### config.mk
export PLATFORM = sky130hd
export DESIGN_NAME = excl_monitor_top
export DESIGN_NICKNAME = d
export VERILOG_FILES = /design/src/rtl/excl_mon_pkg.sv /design/src/rtl/excl_local_mon.sv /design/src/rtl/excl_global_mon.sv /design/src/rtl/excl_monitor_top.sv
export SDC_FILE = /design/constraint.sdc
export NUM_CORES = 1
export LEC_CHECK = 0
export CAP_MARGIN = 40
export CORE_UTILIZATION = 45
export CTS_CLUSTER_DIAMETER = 30
export DETAILED_ROUTE_END_ITERATION = 7
export GPL_TIMING_DRIVEN = 0
export PLACE_DENSITY = 0.59
export REMOVE_ABC_BUFFERS = 1
export SLEW_MARGIN = 20
export SYNTH_ARGS = -nofsm -noshare
export SYNTH_HDL_FRONTEND = slang
export SYNTH_SLANG_ARGS = --single-unit
### constraint.sdc
create_clock -name clk -period 12.27 [get_ports clk]
set_input_delay 3.681 -clock clk [delete_from_list [all_inputs] [get_ports clk]]
set_output_delay 3.681 -clock clk [all_outputs]
set_load 0.02 [all_outputs]
### src/rtl/excl_mon_pkg.sv
// Package: shared operation encoding for the exclusive reservation monitor.
// Assumes a two-bit operation field on the request.
package excl_mon_pkg;

    typedef enum logic [1:0] {
        OP_NONE  = 2'd0,
        OP_STORE = 2'd1,
        OP_LDEX  = 2'd2,
        OP_STEX  = 2'd3
    } excl_op_e;

endpackage

### src/rtl/excl_local_mon.sv
// Module: one PE's local reservation. It holds an address and a size code,
// and reports whether a queried byte range lies inside the held range.
// Assumes the clear and set strobes come from the same PE; clear wins.
module excl_local_mon #(
    parameter int AW  = 32,
    parameter int SZW = 2
) (
    input  logic           clk,
    input  logic           rst_n,
    input  logic           set_en,
    input  logic           clr_en,
    input  logic [AW-1:0]  set_addr,
    input  logic [SZW-1:0] set_size,
    input  logic [AW-1:0]  chk_addr,
    input  logic [SZW-1:0] chk_size,
    output logic           vld,
    output logic           covers
);
    localparam int EW = AW + 1;

    logic [AW-1:0]  res_addr;
    logic [SZW-1:0] res_size;
    logic [EW-1:0]  res_lo, res_hi, q_lo, q_hi;

    // Hold or replace the reservation; a clear takes priority over a set.
    always_ff @(posedge clk) begin
        if (!rst_n) begin
            vld      <= 1'b0;
            res_addr <= '0;
            res_size <= '0;
        end else if (clr_en) begin
            vld <= 1'b0;
        end else if (set_en) begin
            vld      <= 1'b1;
            res_addr <= set_addr;
            res_size <= set_size;
        end
    end

    // Containment test on end-exclusive byte ranges with one guard bit.
    always_comb begin
        res_lo = {1'b0, res_addr};
        res_hi = res_lo + (EW'(1) << res_size);
        q_lo   = {1'b0, chk_addr};
        q_hi   = q_lo + (EW'(1) << chk_size);
        covers = vld && (q_lo >= res_lo) && (q_hi <= res_hi);
    end
endmodule

### src/rtl/excl_global_mon.sv
// Module: shared global monitor, one granule entry per PE.
// Assumes at most one of set or kill is active per cycle (one request per cycle).
module excl_global_mon #(
    parameter int NPE = 4,
    parameter int GW  = 26
) (
    input  logic                   clk,
    input  logic                   rst_n,
    input  logic                   set_en,
    input  logic [$clog2(NPE)-1:0] set_pe,
    input  logic [GW-1:0]          set_gran,
    input  logic                   kill_en,
    input  logic [$clog2(NPE)-1:0] kill_pe,
    input  logic [GW-1:0]          kill_gran,
    input  logic [$clog2(NPE)-1:0] chk_pe,
    input  logic [GW-1:0]          chk_gran,
    output logic                   hit
);
    logic [NPE-1:0] ent_vld;
    logic [GW-1:0]  ent_gran [NPE];

    for (genvar p = 0; p < NPE; p++) begin : g_ent
        // Update entry p: its own load-exclusive sets it, other PEs' writes to the granule clear it.
        always_ff @(posedge clk) begin
            if (!rst_n) begin
                ent_vld[p]  <= 1'b0;
                ent_gran[p] <= '0;
            end else if (set_en && (set_pe == p)) begin
                ent_vld[p]  <= 1'b1;
                ent_gran[p] <= set_gran;
            end else if (kill_en && (kill_pe != p) && (ent_gran[p] == kill_gran)) begin
                ent_vld[p] <= 1'b0;
            end
        end
    end

    // Look up the requesting PE's entry.
    always_comb hit = ent_vld[chk_pe] && (ent_gran[chk_pe] == chk_gran);
endmodule

### src/rtl/excl_monitor_top.sv
// Module: exclusive reservation monitor top. It combines the per-PE local
// monitors with the global monitor and registers the store-exclusive result.
// Assumes one request per cycle and req_pe < NPE.
module excl_monitor_top
    import excl_mon_pkg::*;
#(
    parameter int NPE     = 4,
    parameter int AW      = 32,
    parameter int SZW     = 2,
    parameter int GRAN_LG = 6
) (
    input  logic                   clk,
    input  logic                   rst_n,
    input  logic                   req_valid,
    input  logic [1:0]             req_op,
    input  logic [$clog2(NPE)-1:0] req_pe,
    input  logic [AW-1:0]          req_addr,
    input  logic [SZW-1:0]         req_size,
    input  logic                   req_shared,
    input  logic [NPE-1:0]         clrex,
    output logic                   rsp_valid,
    output logic                   rsp_status,
    output logic                   rsp_fault
);
    localparam int GW = AW - GRAN_LG;

    logic           is_st, is_ldx, is_stx;
    logic           aligned, glb_hit, pass;
    logic [AW-1:0]  size_mask;
    logic [GW-1:0]  gran;
    logic [NPE-1:0] loc_vld, loc_cov;

    // Decode the request and form the alignment and granule terms.
    always_comb begin
        is_st     = req_valid && (req_op == OP_STORE);
        is_ldx    = req_valid && (req_op == OP_LDEX);
        is_stx    = req_valid && (req_op == OP_STEX);
        size_mask = (AW'(1) << req_size) - AW'(1);
        aligned   = (req_addr & size_mask) == '0;
        gran      = req_addr[AW-1:GRAN_LG];
    end

    for (genvar p = 0; p < NPE; p++) begin : g_loc
        excl_local_mon #(.AW(AW), .SZW(SZW)) i_loc (
            .clk      (clk),
            .rst_n    (rst_n),
            .set_en   (is_ldx && (req_pe == p)),
            .clr_en   (clrex[p] || (is_stx && (req_pe == p))),
            .set_addr (req_addr),
            .set_size (req_size),
            .chk_addr (req_addr),
            .chk_size (req_size),
            .vld      (loc_vld[p]),
            .covers   (loc_cov[p])
        );
    end

    // Two-stage decision: local coverage, then global only when shareable.
    always_comb pass = aligned && loc_cov[req_pe] && (!req_shared || glb_hit);

    excl_global_mon #(.NPE(NPE), .GW(GW)) i_glb (
        .clk       (clk),
        .rst_n     (rst_n),
        .set_en    (is_ldx && req_shared),
        .set_pe    (req_pe),
        .set_gran  (gran),
        .kill_en   (is_st || (is_stx && pass)),
        .kill_pe   (req_pe),
        .kill_gran (gran),
        .chk_pe    (req_pe),
        .chk_gran  (gran),
        .hit       (glb_hit)
    );

    // Register the store-exclusive result for the following cycle.
    always_ff @(posedge clk) begin
        if (!rst_n) begin
            rsp_valid  <= 1'b0;
            rsp_status <= 1'b0;
            rsp_fault  <= 1'b0;
        end else begin
            rsp_valid  <= is_stx;
            rsp_status <= is_stx && !pass;
            rsp_fault  <= is_stx && !aligned;
        end
    end
endmodule

## After elaboration in Yosys (flattened, before gate mapping)

Memory sizes are Yosys's and may differ from the RTL's.
Index checks and enable logic that the tools add are counted.

| word-level totals | value |
|---|---|
| register bits after elaboration | 147 |
| memory bits (writable) | 104 |
| bits of input ports | 46 |
| output and inout bits | 3 |
| word-level logic and storage cells | 156 |
| memories | 1 |

| cells by class | value |
|---|---|
| $add $sub $neg | 6 |
| order comparisons | 9 |
| equal/unequal tests | 14 |
| shift-type cells | 6 |
| mux-type cells | 29 |
| bitwise logic cells | 10 |
| reduce and logical (&&, ||, !) cells | 62 |

Memory list:

| memory | depth | width | read ports | clocked after memory_dff | write ports | line | text |
|---|---|---|---|---|---|---|---|
| i_glb.ent_gran | 4 | 26 | 5 | 0 | 4 | excl_global_mon.sv:20 | `logic [GW-1:0] ent_gran [NPE];` |

Operators by type and width:

| kind | number |
|---|---|
| adder 32 x 33 -> 33 bit | 5 |
| << shifter 1 x 2 -> 33 bit, first input constant | 5 |
| <= comparator 33 bit | 4 |
| equality test 26 bit | 5 |
| >= comparator 32 bit | 4 |
| two-way mux 26 bit | 4 |
| logical AND 1 bit | 38 |
| AND 32 bit | 1 |
| zero test 32 bit | 1 |
| << shifter 1 x 2 -> 32 bit, first input constant | 1 |
| subtractor 32 x 2 -> 32 bit, second input constant | 1 |
| two-way mux 1 bit | 23 |
| nonzero test 2 bit | 5 |
| equality test 2 bit, second input constant | 4 |
| AND reduction 2 bit | 4 |
| OR reduction 2 bit | 4 |
| logical OR 1 bit | 6 |
| inverter 1 bit | 5 |
| binary-select mux 1 bit (select 2 bit) | 2 |
| equality test 2 x 1 -> 1 bit, second input constant | 2 |
| != test 2 bit, second input constant | 2 |
| bitwise OR 1 bit | 4 |
| zero test 1 bit | 3 |
| less-than comparator 2 x 3 -> 1 bit, second input constant | 1 |
| other kinds (2) | 2 |

## Longest topological paths before layout

Gate-level depths: netlist of the first run.

| logic depth | value |
|---|---|
| depth in word-level cells | 14 |
| depth in mapped cells | 25 |
| depth with buffers taken out | 23 |

## Cells and area by module

Synthesis of the first run repeated with hierarchy kept, for this count alone.

| second synthesis, totals | value |
|---|---|
| cells, all modules | 2696 |
| area total of the unflattened synthesis | 22972.0 µm² |

By module, submodules not included:

| module | instances | cells each | area each (µm²) | sequential area each (µm²) |
|---|---|---|---|---|
| excl_local_mon at g_loc[0].i_loc ... | 3 | 535 | 4072.7 | 700.7 |
| excl_global_mon | 1 | 520 | 6369.9 | 3203.1 |
| excl_local_mon at g_loc[1].i_loc | 1 | 532 | 4067.7 | 700.7 |
| excl_monitor_top | 1 | 39 | 316.6 | 60.1 |

## Least setup slack after synthesis of the first run

OpenSTA, ideal clock, no wires.

| path | value |
|---|---|
| kind | input port to flip-flop |
| start point | input req_size[1] |
| end point | register i_glb.ent_vld[0] |
| setup time | 0.132 ns |
| arrival time | 8.349 ns |
| data required time | 12.138 ns |
| path slack | 3.789 ns |
| cell stages on the path | 25 |
| path buffers | 2 |
| path through | clkbuf_1 nor2_1 ha_1 inv_1 fa_1 nor2b_1 o21ai_0 nand2b_1 nand3_1 nor2_1 nand4_1 or2_2 clkbuf_1 nor3_1 xor2_1 ha_1 nand4_1 or4_1 nor4_1 nor2_1 a22oi_1 nor3b_1 nand4_2 nor4_1 o22ai_1 |

| between the ends | value |
|---|---|
| cells in the longest elaborated chain, start to end | 13 |
| elaborated cells on any way between the ends | 23 |
| classes of those cells | add/sub: 2; order compare: 4; shift: 2; mux: 2; bitwise: 1; reduce/logical: 12 |

Ends and longest elaborated chain:

| what | line | text |
|---|---|---|
| start, declared | excl_monitor_top.sv:18 | `input logic [SZW-1:0] req_size,` |
| << shifter 1 x 2 -> 33 bit | excl_local_mon.sv:45 | `q_hi = q_lo + (EW'(1) << chk_size);` |
| adder 32 x 33 -> 33 bit | excl_local_mon.sv:45 |  |
| <= comparator 33 bit | excl_local_mon.sv:46 | `covers = vld && (q_lo >= res_lo) && (q_hi <= res_hi);` |
| logical AND 1 bit | excl_local_mon.sv:46 |  |
| binary-select mux 1 bit (select 2 bit) | excl_monitor_top.sv:59 | `always_comb pass = aligned && loc_cov[req_pe] && (!req_shared \|\| glb_hit);` |
| two-way mux 1 bit (implied by the code) | excl_monitor_top.sv:59 |  |
| logical AND 1 bit * (2 in series) | excl_monitor_top.sv:59 |  |
| logical AND 1 bit * | excl_monitor_top.sv:67 | `.kill_en (is_st \|\| (is_stx && pass)),` |
| logical OR 1 bit * | excl_monitor_top.sv:67 |  |
| logical AND 1 bit * (2 in series) | excl_global_mon.sv:31 | `end else if (kill_en && (kill_pe != p) && (ent_gran[p] == kill_gran)) begin` |
| nonzero test 2 bit (no line) * | - |  |
| end signal, assigned by index | excl_global_mon.sv:26 | `ent_vld[p] <= 1'b0;` |
| end signal, assigned by index | excl_global_mon.sv:29 | `ent_vld[p] <= 1'b1;` |
| end signal, assigned by index | excl_global_mon.sv:32 | `ent_vld[p] <= 1'b0;` |
| end, declared | excl_global_mon.sv:19 | `logic [NPE-1:0] ent_vld;` |

Every way passes the cells marked *; elsewhere a longest branch is shown, timed or not. The select of a mux whose other input is x is not followed.
A chain may end at the register's enable or synchronous reset.

## Final worst setup path of the first run

| path | value |
|---|---|
| start point | input req_size[1] |
| end point | register i_glb.ent_vld[3] |

Same word-level chain as after synthesis.

==> results of run 1 <==
==> kinds of logic after synthesis <==
| logic type | after synthesis | share of synthesized area |
|---|---|---|
| buffers and inverters | 271 | 0.0500 |
| and+or+nand+nor | 917 | 0.213 |
| AOI/OAI and AO/OA | 397 | 0.129 |
| xor gates and xnor gates | 276 | 0.116 |
| adders and majority gates | 287 | 0.173 |
| muxes | 35 | 0.0292 |
| DFF | 251 | 0.290 |
==> worst max-delay path: stages <==
cell	delay (ns)
clkdlybuf4s50_1	0.61
nor2_1	0.21
ha_1	0.19
inv_1	0.06
fa_1	0.40
nor2b_1	0.13
o21ai_0	0.10
nand2b_1	0.18
nand3_1	0.20
nor2_1	0.31
nand4_1	0.21
or2_2	0.41
nor3_1	0.24
xor2_1	0.58
ha_1	0.29
nand4_1	0.13
or4_1	0.62
nor4_1	0.31
nor2_1	0.07
a22oi_1	0.18
nor3b_1	0.42
nand4_2	0.33
nor4_1	0.36
o21bai_1	0.11
==> power by group through the flow <==
stage	sequential (mW)	combinational (mW)	clock (mW)
floorplan	0.923	0.204	0
global placement	0.928	0.355	0
detailed placement	0.928	0.370	0
CTS	0.915	0.372	1.96
global route	0.916	0.408	2.01
finish	0.914	0.374	1.94
==> flip-flops by register name, summed over array words and instances (netlist names) <==
| name | flops |
|---|---|
| rsp_fault | 1 |
| i_glb.ent_vld | 4 |
| g_loc.i_loc.vld | 4 |
| rsp_status | 1 |
| rsp_valid | 1 |
| i_glb.ent_gran | 104 |
| g_loc.i_loc.res_addr | 128 |
| g_loc.i_loc.res_size | 8 |
==> synth_stat cells, types with 5 or more instances <==
| cell type | number |
|---|---|
| o211ai_1 | 6 |
| mux4_1 | 6 |
| nand2_1 | 387 |
| a21boi_0 | 137 |
| edfxtp_1 | 104 |
| mux4_2 | 13 |
| nor3_1 | 52 |
| nand3_1 | 60 |
| xnor2_1 | 197 |
| clkbuf_1 | 102 |
| a21oi_1 | 93 |
| buf_2 | 8 |
| a221oi_1 | 9 |
| fa_1 | 5 |
| and3_1 | 11 |
| nor4_1 | 47 |
| dfxtp_1 | 147 |
| nand2b_1 | 10 |
| and4_1 | 14 |
| buf_1 | 7 |
| xor2_1 | 79 |
| and2_1 | 101 |
| o21ai_0 | 41 |
| nand4_1 | 82 |
| ha_1 | 282 |
| o21bai_1 | 9 |
| mux2i_1 | 16 |
| a211oi_1 | 23 |
| inv_1 | 148 |
| a21o_1 | 42 |
| or3_1 | 12 |
| or4_1 | 6 |
| nor2b_1 | 20 |
| nor2_1 | 98 |
==> how the worst max path moves through the flow <==
stage               slack [ns]  depth (start not counted)         from              endpoint
floorplan                 4.06                         23  req_size[0]      i_glb.ent_vld[0]
global placement         -0.21                          4        rst_n  i_glb.ent_gran[2][0]
detailed placement        1.88                         24  req_size[1]      i_glb.ent_vld[0]
CTS                       2.48                         24  req_size[1]      i_glb.ent_vld[0]
global route              1.99                         24  req_size[1]      i_glb.ent_vld[0]
finish                    2.39                         24  req_size[1]      i_glb.ent_vld[3]
==> routing by layer <==
| metal | vias to the layer above | routed length, um | global-route usage |
|---|---|---|---|
| met5 | - | 0 | 0 |
| met4 | 0 | 2500 | 0.130 |
| met3 | 106 | 3030 | 0.0381 |
| met2 | 461 | 30800 | 0.469 |
| met1 | 8563 | 28400 | 0.344 |
| li1 | 8646 | - | - |
==> layout make-up <==
cell class | instances | area, um^2
fillers | 4087 | 20800
inverters | 150 | 563
multi-input cells | 1912 | 13900
flip-flops and latches | 251 | 6070
clock buffers | 92 | 2000
clock inverters | 44 | 533
well taps | 600 | 751
repair buffers | 85 | 948
==> summary.txt, run 1 <==
sequential share of power - 0.283
Place WS - 1.88 ns
Routed Antenna Nets - 0
die area - 47400 um^2
drt wl/cell - 20.6 um
gr ovfl total - 0
Critical Path RT - 12.75 ns
first-pass GRT wire length - 99700 um
WHS Path Cells - 2
row cnt - 78
hold path startpoint - g_loc[1].i_loc.res_addr[30]
status - finished clean
share of cells above drive strength 1 - 0.0829
Slew @ Worst Pin - 0.797 ns
area delta synth->final - 18.2%
level count of the clock H-tree - 3
sw frac - 0.256
utilization after layout - 0.543
die width - 218 um
non-filler cells, final - 3134
hold_ws - 0.466 ns
Max Cap Viol - 0
FF-to-FF End - i_glb.ent_vld[3]
final WL - 64700 um
final cycle utilization of the critical path - 0.806
CP Capture Type - flop
Ant. Diodes - 0
PortBufs - 48
Starting Density - 0.459
DRT iter0 DRCs - 1135
DRC - 0
Hold Crit Class - reg2reg
CTS Hold Bufs - 0
pin count of the biggest net entering global routing - 81
register area share after synthesis - 0.290
core area - 45600 um^2
#FFs+latches synth - 251
Post-Syn Area - 20900 um^2
placed instance count - 2996
Power Dens Cells - 130 nW/um^2
PnR worst setup slack - 2.39 ns
unrepaired setup endpoints after global routing - false
Crit Path Class - in2reg
Hold Violations, Final - 0
Sink Count - 251
max frequency - 101 MHz
YS warnings - 0
# Post-CTS Setup Buffers - 0
via-per-instance ratio - 5.67
Lkg Pwr - 8.84 nW
ranking of synthesized cells by area - ha_1, edfxtp_1, dfxtp_1, xnor2_1, nand2_1
CTS Buf Count - 73
most common cell after layout, fill and taps aside - nand2_1
cts repair resizes - 0
maximum fanout along the worst path - 9
Hold Path End - g_loc[1].i_loc.res_addr[30]
Final Max Tran Viols - 0
TNS Setup - 0 ns
clock share of power - 0.601
worst path arrival time - 10.36 ns
die span in y - 218 um
reg2reg start - g_loc[1].i_loc.res_size[0]
R2R depth - 21
CTS clk-pin slew, worst paths - 0.04 ns
combinational group share of total power - 0.116
post-detail-place hpwl - 48200 um
nets - 2806
Top FF cell, synth - dfxtp_1
I/O pin cnt - 49
Worst setup SP type - primary input
GRT Total Usage - 0.276
dpl cell area - 22200 um^2
Peak VDD IR - 0.0988 mV
deepest clock path buffer count - 3
most frequent cells in the layout - nand2_1, ha_1, xnor2_1, inv_1, dfxtp_1
Design Power - 3.23 mW
Post-synth EDFFs - 104
dominant cell type by area after synthesis - ha_1
RePlAce Congestion - 0.941
minimum clock period - 9.88 ns
post-route cell area - 24700 um^2
skew final - 0.0243 ns
clk_lat worst skew - 0.60 ns
final setup violation count - 0
Synth Instances - 2434
Reg2Reg Setup Slack - 6.27 ns
vias - 17800
post-synth cell types - 63
Async S/R FF share, synth - 0
switching power - 826 uW
Slew HR - 0.467
clk root buf - clkbuf_16
CTS tree - yes
P_int - 2.40 mW
share of the synthesized area in the top cell type - 0.169
number of global-route vias before repair - 17700
first drt pass iteration count - 5
initial antenna violation count - 0
syn_area_per_cell - 8.60 um^2
No activity file was read; power rests on OpenSTA's default activity.
==> run 2: changes to the inputs <==
PLACE_DENSITY = 0.61   (was 0.59)
clock period = 8.25 ns   (was 12.27 ns; I/O delays follow)
==> run 2 against run 1 <==
Net effect:
- wire length is 0.32% higher
- flip-flop and latch count unchanged
- die area unchanged
- hold slack worse by 0.0021 ns
- critical endpoint is now i_glb.ent_vld[0]
- largest power group unchanged
- highest routed layer unchanged
==> summary.txt, run 2 (same netlist as run 1, synthesis figures left out) <==
Worst setup SP type - primary input
hold path startpoint - g_loc[0].i_loc.res_addr[22]
post-route cell area - 24600 um^2
placed instance count - 2995
Final Max Tran Viols - 0
Hold Violations, Final - 0
R2R depth - 21
RePlAce Congestion - 0.954
maximum fanout along the worst path - 7
skew final - 0.0384 ns
met1 WL - 27800 um
DRT iter0 DRCs - 1254
final cycle utilization of the critical path - 0.961
Reg area - 6070 um^2
DRC - 0
Buffers & Inverters on Critical Path - 2
Reg2Reg Setup Slack - 2.57 ns
die width - 218 um
hold_ws - 0.464 ns
Critical Path RT - 8.69 ns
non-filler cells, final - 3129
share of cells above drive strength 1 - 0.0846
reg2reg start - g_loc[1].i_loc.res_size[0]
initial antenna violation count - 0
WHS Path Cells - 2
WL met2 - 30600 um
PortBufs - 48
Crit Path Class - in2reg
uppermost layer routed - met4
dpl cell area - 22200 um^2
number of global-route vias before repair - 18000
final WL - 64900 um
Starting Density - 0.459
Design Power - 4.52 mW
Filler cells - 4106
core area - 45600 um^2
post-detail-place hpwl - 48000 um
Power Dens Cells - 184 nW/um^2
minimum clock period - 7.93 ns
area delta synth->final - 17.5%
worst setup path startpoint - req_addr[0]
most common cell after layout, fill and taps aside - nand2_1
Peak VDD IR - 0.128 mV
gr ovfl total - 0
row cnt - 78
vias - 17900
max reg flops - 128
GRT Total Usage - 0.277
max frequency - 126 MHz
level count of the clock H-tree - 3
CP Depth - 23
Ant. Diodes - 0
clk_lat worst skew - 0.59 ns
TNS Setup - 0 ns
CTS tree - yes
CP cell instances - clkdlybuf4s50_1 -> ha_1 -> inv_1 -> fa_1 -> nor2b_1 -> o21ai_0 -> nand2b_1 -> nand3_1 -> nor2_2 -> nand4_1 -> or2_2 -> nor3_2 -> xor2_2 -> ha_1 -> nand4_1 -> or4_1 -> nor4_2 -> nor2_1 -> a22oi_1 -> nor3b_2 -> nand4_2 -> nor4_1 -> o22ai_1
pin count of the biggest net entering global routing - 80
routed wl met3 - 3590 um
CTS Buf Count - 69
delay-heaviest family, CP - simple AND/OR/NAND/NOR gates
drt wl/cell - 20.7 um
Slew HR - 0.413
Slew @ Worst Pin - 0.874 ns
via-per-instance ratio - 5.73
status - finished clean
crit path max-delay cell type - clkdlybuf4s50_1
first drt pass iteration count - 7
top flop regs - g_loc.i_loc.res_addr x128, i_glb.ent_gran x104, g_loc.i_loc.res_size x8
CP max stage delay - 0.64 ns
Lkg Pwr - 8.77 nW
Biggest register - g_loc.i_loc.res_addr
area occupied by multi-input gates - 13900 um^2
most frequent cells in the layout - nand2_1, ha_1, xnor2_1, inv_1, dfxtp_1
worst path arrival time - 8.38 ns
Max Cap Viol - 0
die area - 47400 um^2
CTS clk-pin slew, worst paths - 0.05 ns
nets - 2807
Hold Crit Class - reg2reg
deepest clock path buffer count - 3
final setup violation count - 0
clk root buf - clkbuf_16
first-pass GRT wire length - 101000 um
I/O pin cnt - 49
Routed Antenna Nets - 0
CP Capture Type - flop
die span in y - 218 um
Sink Count - 251
[run 2: repair_timing]
item,4_1_cts,5_1_grt
endpoints found under the setup margin,5,5
buffers inserted,1,4
resized for setup,5,8
hold buffers,0,0
pin swaps,0,1
[run 2: layer usage]
metal  vias to the layer above  global-route usage
met2                       563               0.469
met1                      8566               0.346
met4                         0               0.138
met5                         -                   0
met3                       164              0.0363
li1                       8644                   -
[run 2: stage by stage]
step                setup slack [ns]  utilization
CTS                           0.0627        0.537
global placement               -2.98        0.476
finish                         0.319        0.539
detailed placement            -0.959        0.486
floorplan                       1.25            -
global route                 -0.0261        0.539
[run 2: tightest hold or removal path: stages (launching register included)]
cell	delay, ns
dfxtp_1	0.30
nand2_1	0.05
a21boi_0	0.07
[run 2: layout make-up]
| cell class | count | share of cell area |
|---|---|---|
| Clock buffer | 93 | 0.0776 |
| Clock inverter | 33 | 0.0145 |
| Inverter | 150 | 0.0229 |
| Multi-Input combinational cell | 1912 | 0.567 |
| Sequential cell | 251 | 0.247 |
| Tap cell | 600 | 0.0305 |
| Timing Repair Buffer | 90 | 0.0409 |
[run 2: power by group]
group          switching, mW  internal [mW]  leakage (nW)  total, mW
Clock                  0.828           1.77          1.11       2.60
Combinational          0.342          0.220          5.49      0.562
Sequential            0.0269           1.33          2.18       1.36
Total                   1.20           3.33          8.77       4.52
[run 2: path summary, 6_finish.rpt]
path                            endpoint
max                     i_glb.ent_vld[0]
min          g_loc[0].i_loc.res_addr[22]
max reg2reg             i_glb.ent_vld[0]
min reg2reg  g_loc[0].i_loc.res_addr[22]
==> run 3: changes to the inputs <==
ABC_CLOCK_PERIOD_IN_PS = 8250   (was default)
CORE_ASPECT_RATIO = 0.5   (was default)
==> run 3 against run 2 <==
Net effect:
- maximum frequency hardly changed
- total power is 11% lower
- clock power is 17% lower
- clock-buffer cell count is 36 lower
- clock skew is 0.015 ns lower
- critical path depth is 2 lower
- sequential share of layout area is 0.67 points higher
- critical endpoint unchanged
- core utilization is 1.4 points lower
- register-to-register slack better by 0.05 ns
- non-clock buffer count is 12 lower
==> summary.txt, run 3 (same netlist as run 1, synthesis figures left out) <==
core area - 45600 um^2
most frequent cells in the layout - nand2_1, ha_1, xnor2_1, inv_1, dfxtp_1
Worst setup SP type - primary input
via-per-instance ratio - 5.51
area delta synth->final - 14.4%
DRC - 0
status - finished clean
unrepaired setup endpoints after global routing - false
gr ovfl total - 0
CTS tree - yes
CTS clk-pin slew, worst paths - 0.05 ns
Slew @ Worst Pin - 0.829 ns
Routed Antenna Nets - 0
Biggest register - g_loc.i_loc.res_addr
RePlAce Congestion - 0.890
first drt pass iteration count - 7
R2R depth - 21
Hold Crit Class - reg2reg
clk root buf - clkbuf_16
share of cells above drive strength 1 - 0.0725
Crit Path Class - in2reg
FF-to-FF End - i_glb.ent_vld[0]
vias - 17100
most common cell after layout, fill and taps aside - nand2_1
PortBufs - 48
Power Dens Cells - 169 nW/um^2
max frequency - 126 MHz
reg2reg start - g_loc[1].i_loc.res_size[0]
Peak VDD IR - 0.122 mV
Hold Violations, Final - 0
top flop regs - g_loc.i_loc.res_addr x128, i_glb.ent_gran x104, g_loc.i_loc.res_size x8
minimum clock period - 7.93 ns
level count of the clock H-tree - 2
CTS Buf Count - 50
nets - 2776
die width - 307 um
TNS Setup - 0 ns
DRT iter0 DRCs - 1275
Slew HR - 0.433
post-detail-place hpwl - 44800 um
first-pass GRT wire length - 93000 um
Lkg Pwr - 8.45 nW
I/O pin cnt - 49
max reg flops - 128
maximum fanout along the worst path - 10
PnR worst setup slack - 0.319 ns
hold path startpoint - g_loc[1].i_loc.res_addr[21]
die span in y - 154 um
CP Capture Type - flop
Final Max Tran Viols - 0
Starting Density - 0.459
deepest clock path buffer count - 3
Reg2Reg Setup Slack - 2.62 ns
row cnt - 55
final WL - 59600 um
Hold Path End - g_loc[1].i_loc.res_addr[21]
worst path arrival time - 8.36 ns
CTS Hold Bufs - 0
Sink Count - 251
final setup violation count - 0
clk_lat worst skew - 0.57 ns
WHS Path Cells - 2
initial antenna violation count - 1
number of global-route vias before repair - 16500
final cycle utilization of the critical path - 0.961
Place WS - -1.18 ns
die area - 47400 um^2
pin count of the biggest net entering global routing - 79
skew final - 0.0234 ns
drt wl/cell - 19.2 um
Max Cap Viol - 0
GRT Total Usage - 0.252
Critical Path RT - 8.68 ns
[run 3: through the flow]
step | hold slack (ns) | utilization | cell area (um^2) | cells | power (mW)
3_5_place_dp | 0.458 | 0.485 | 22100 | 3016 | 1.91
3_3_place_gp | 0.454 | 0.476 | 21700 | 2988 | 1.90
5_1_grt | 0.476 | 0.525 | 23900 | 3110 | 4.19
2_1_floorplan | 0.443 | - | 20400 | 2313 | 1.68
6_report | 0.463 | 0.525 | 23900 | 3111 | 4.04
4_1_cts | 0.465 | 0.524 | 23900 | 3109 | 4.07
[run 3: area by class of cell]
type	count	area [um^2]
antenna	1	2.50
clock buffer	57	1320
clock inverter	35	445
fill	4234	21600
inverter	150	563
multi-input combinational	1912	13900
sequential	251	6070
tap	627	785
timing repair buffer	78	830
[run 3: routing by layer]
| layer | track usage | share of wire | wire, um |
|---|---|---|---|
| met5 | 0 | 0 | 0 |
| met4 | 0.0681 | 0.024 | 1430 |
| met3 | 0.0363 | 0.055 | 3290 |
| met1 | 0.343 | 0.47 | 27900 |
| met2 | 0.416 | 0.45 | 27000 |
[run 3: how the worst max path moves through the flow]
stage                 from                    end
4_1_cts        req_size[0]       i_glb.ent_vld[0]
6_report       req_addr[2]       i_glb.ent_vld[0]
2_1_floorplan  req_size[0]       i_glb.ent_vld[0]
3_5_place_dp   req_size[0]       i_glb.ent_vld[0]
3_3_place_gp         rst_n  i_glb.ent_gran[2][15]
5_1_grt        req_addr[2]       i_glb.ent_vld[0]
[run 3: repair_timing]
item | in CTS | in global routing
buffers inserted | 1 | 0
gates cloned | 0 | 0
gates resized for setup | 6 | 6
pin swaps | 1 | 0
setup endpoints to repair | 5 | 5
[run 3: power by group]
| group | switching [mW] | internal [mW] | leakage [nW] |
|---|---|---|---|
| clock network | 0.739 | 1.41 | 0.857 |
| logic | 0.326 | 0.212 | 5.41 |
| registers | 0.0271 | 1.33 | 2.18 |
[run 3: critical path, stage by stage]
cell and delay (ns):
clkdlybuf4s50_1 0.71, ha_1 0.49, nor2b_1 0.13, o21ai_0 0.08, nand2b_1 0.19, nand3_1 0.24
nor2_2 0.27, nand4_1 0.19, or2_2 0.45, nor3_1 0.32, xor2_2 0.15, ha_1 0.34
nand4_1 0.13, or4_1 0.64, nor4_4 0.28, nor3_1 0.09, a22oi_1 0.18, nor3b_2 0.28
nand4_2 0.27, nor4_1 0.33, o22ai_1 0.12
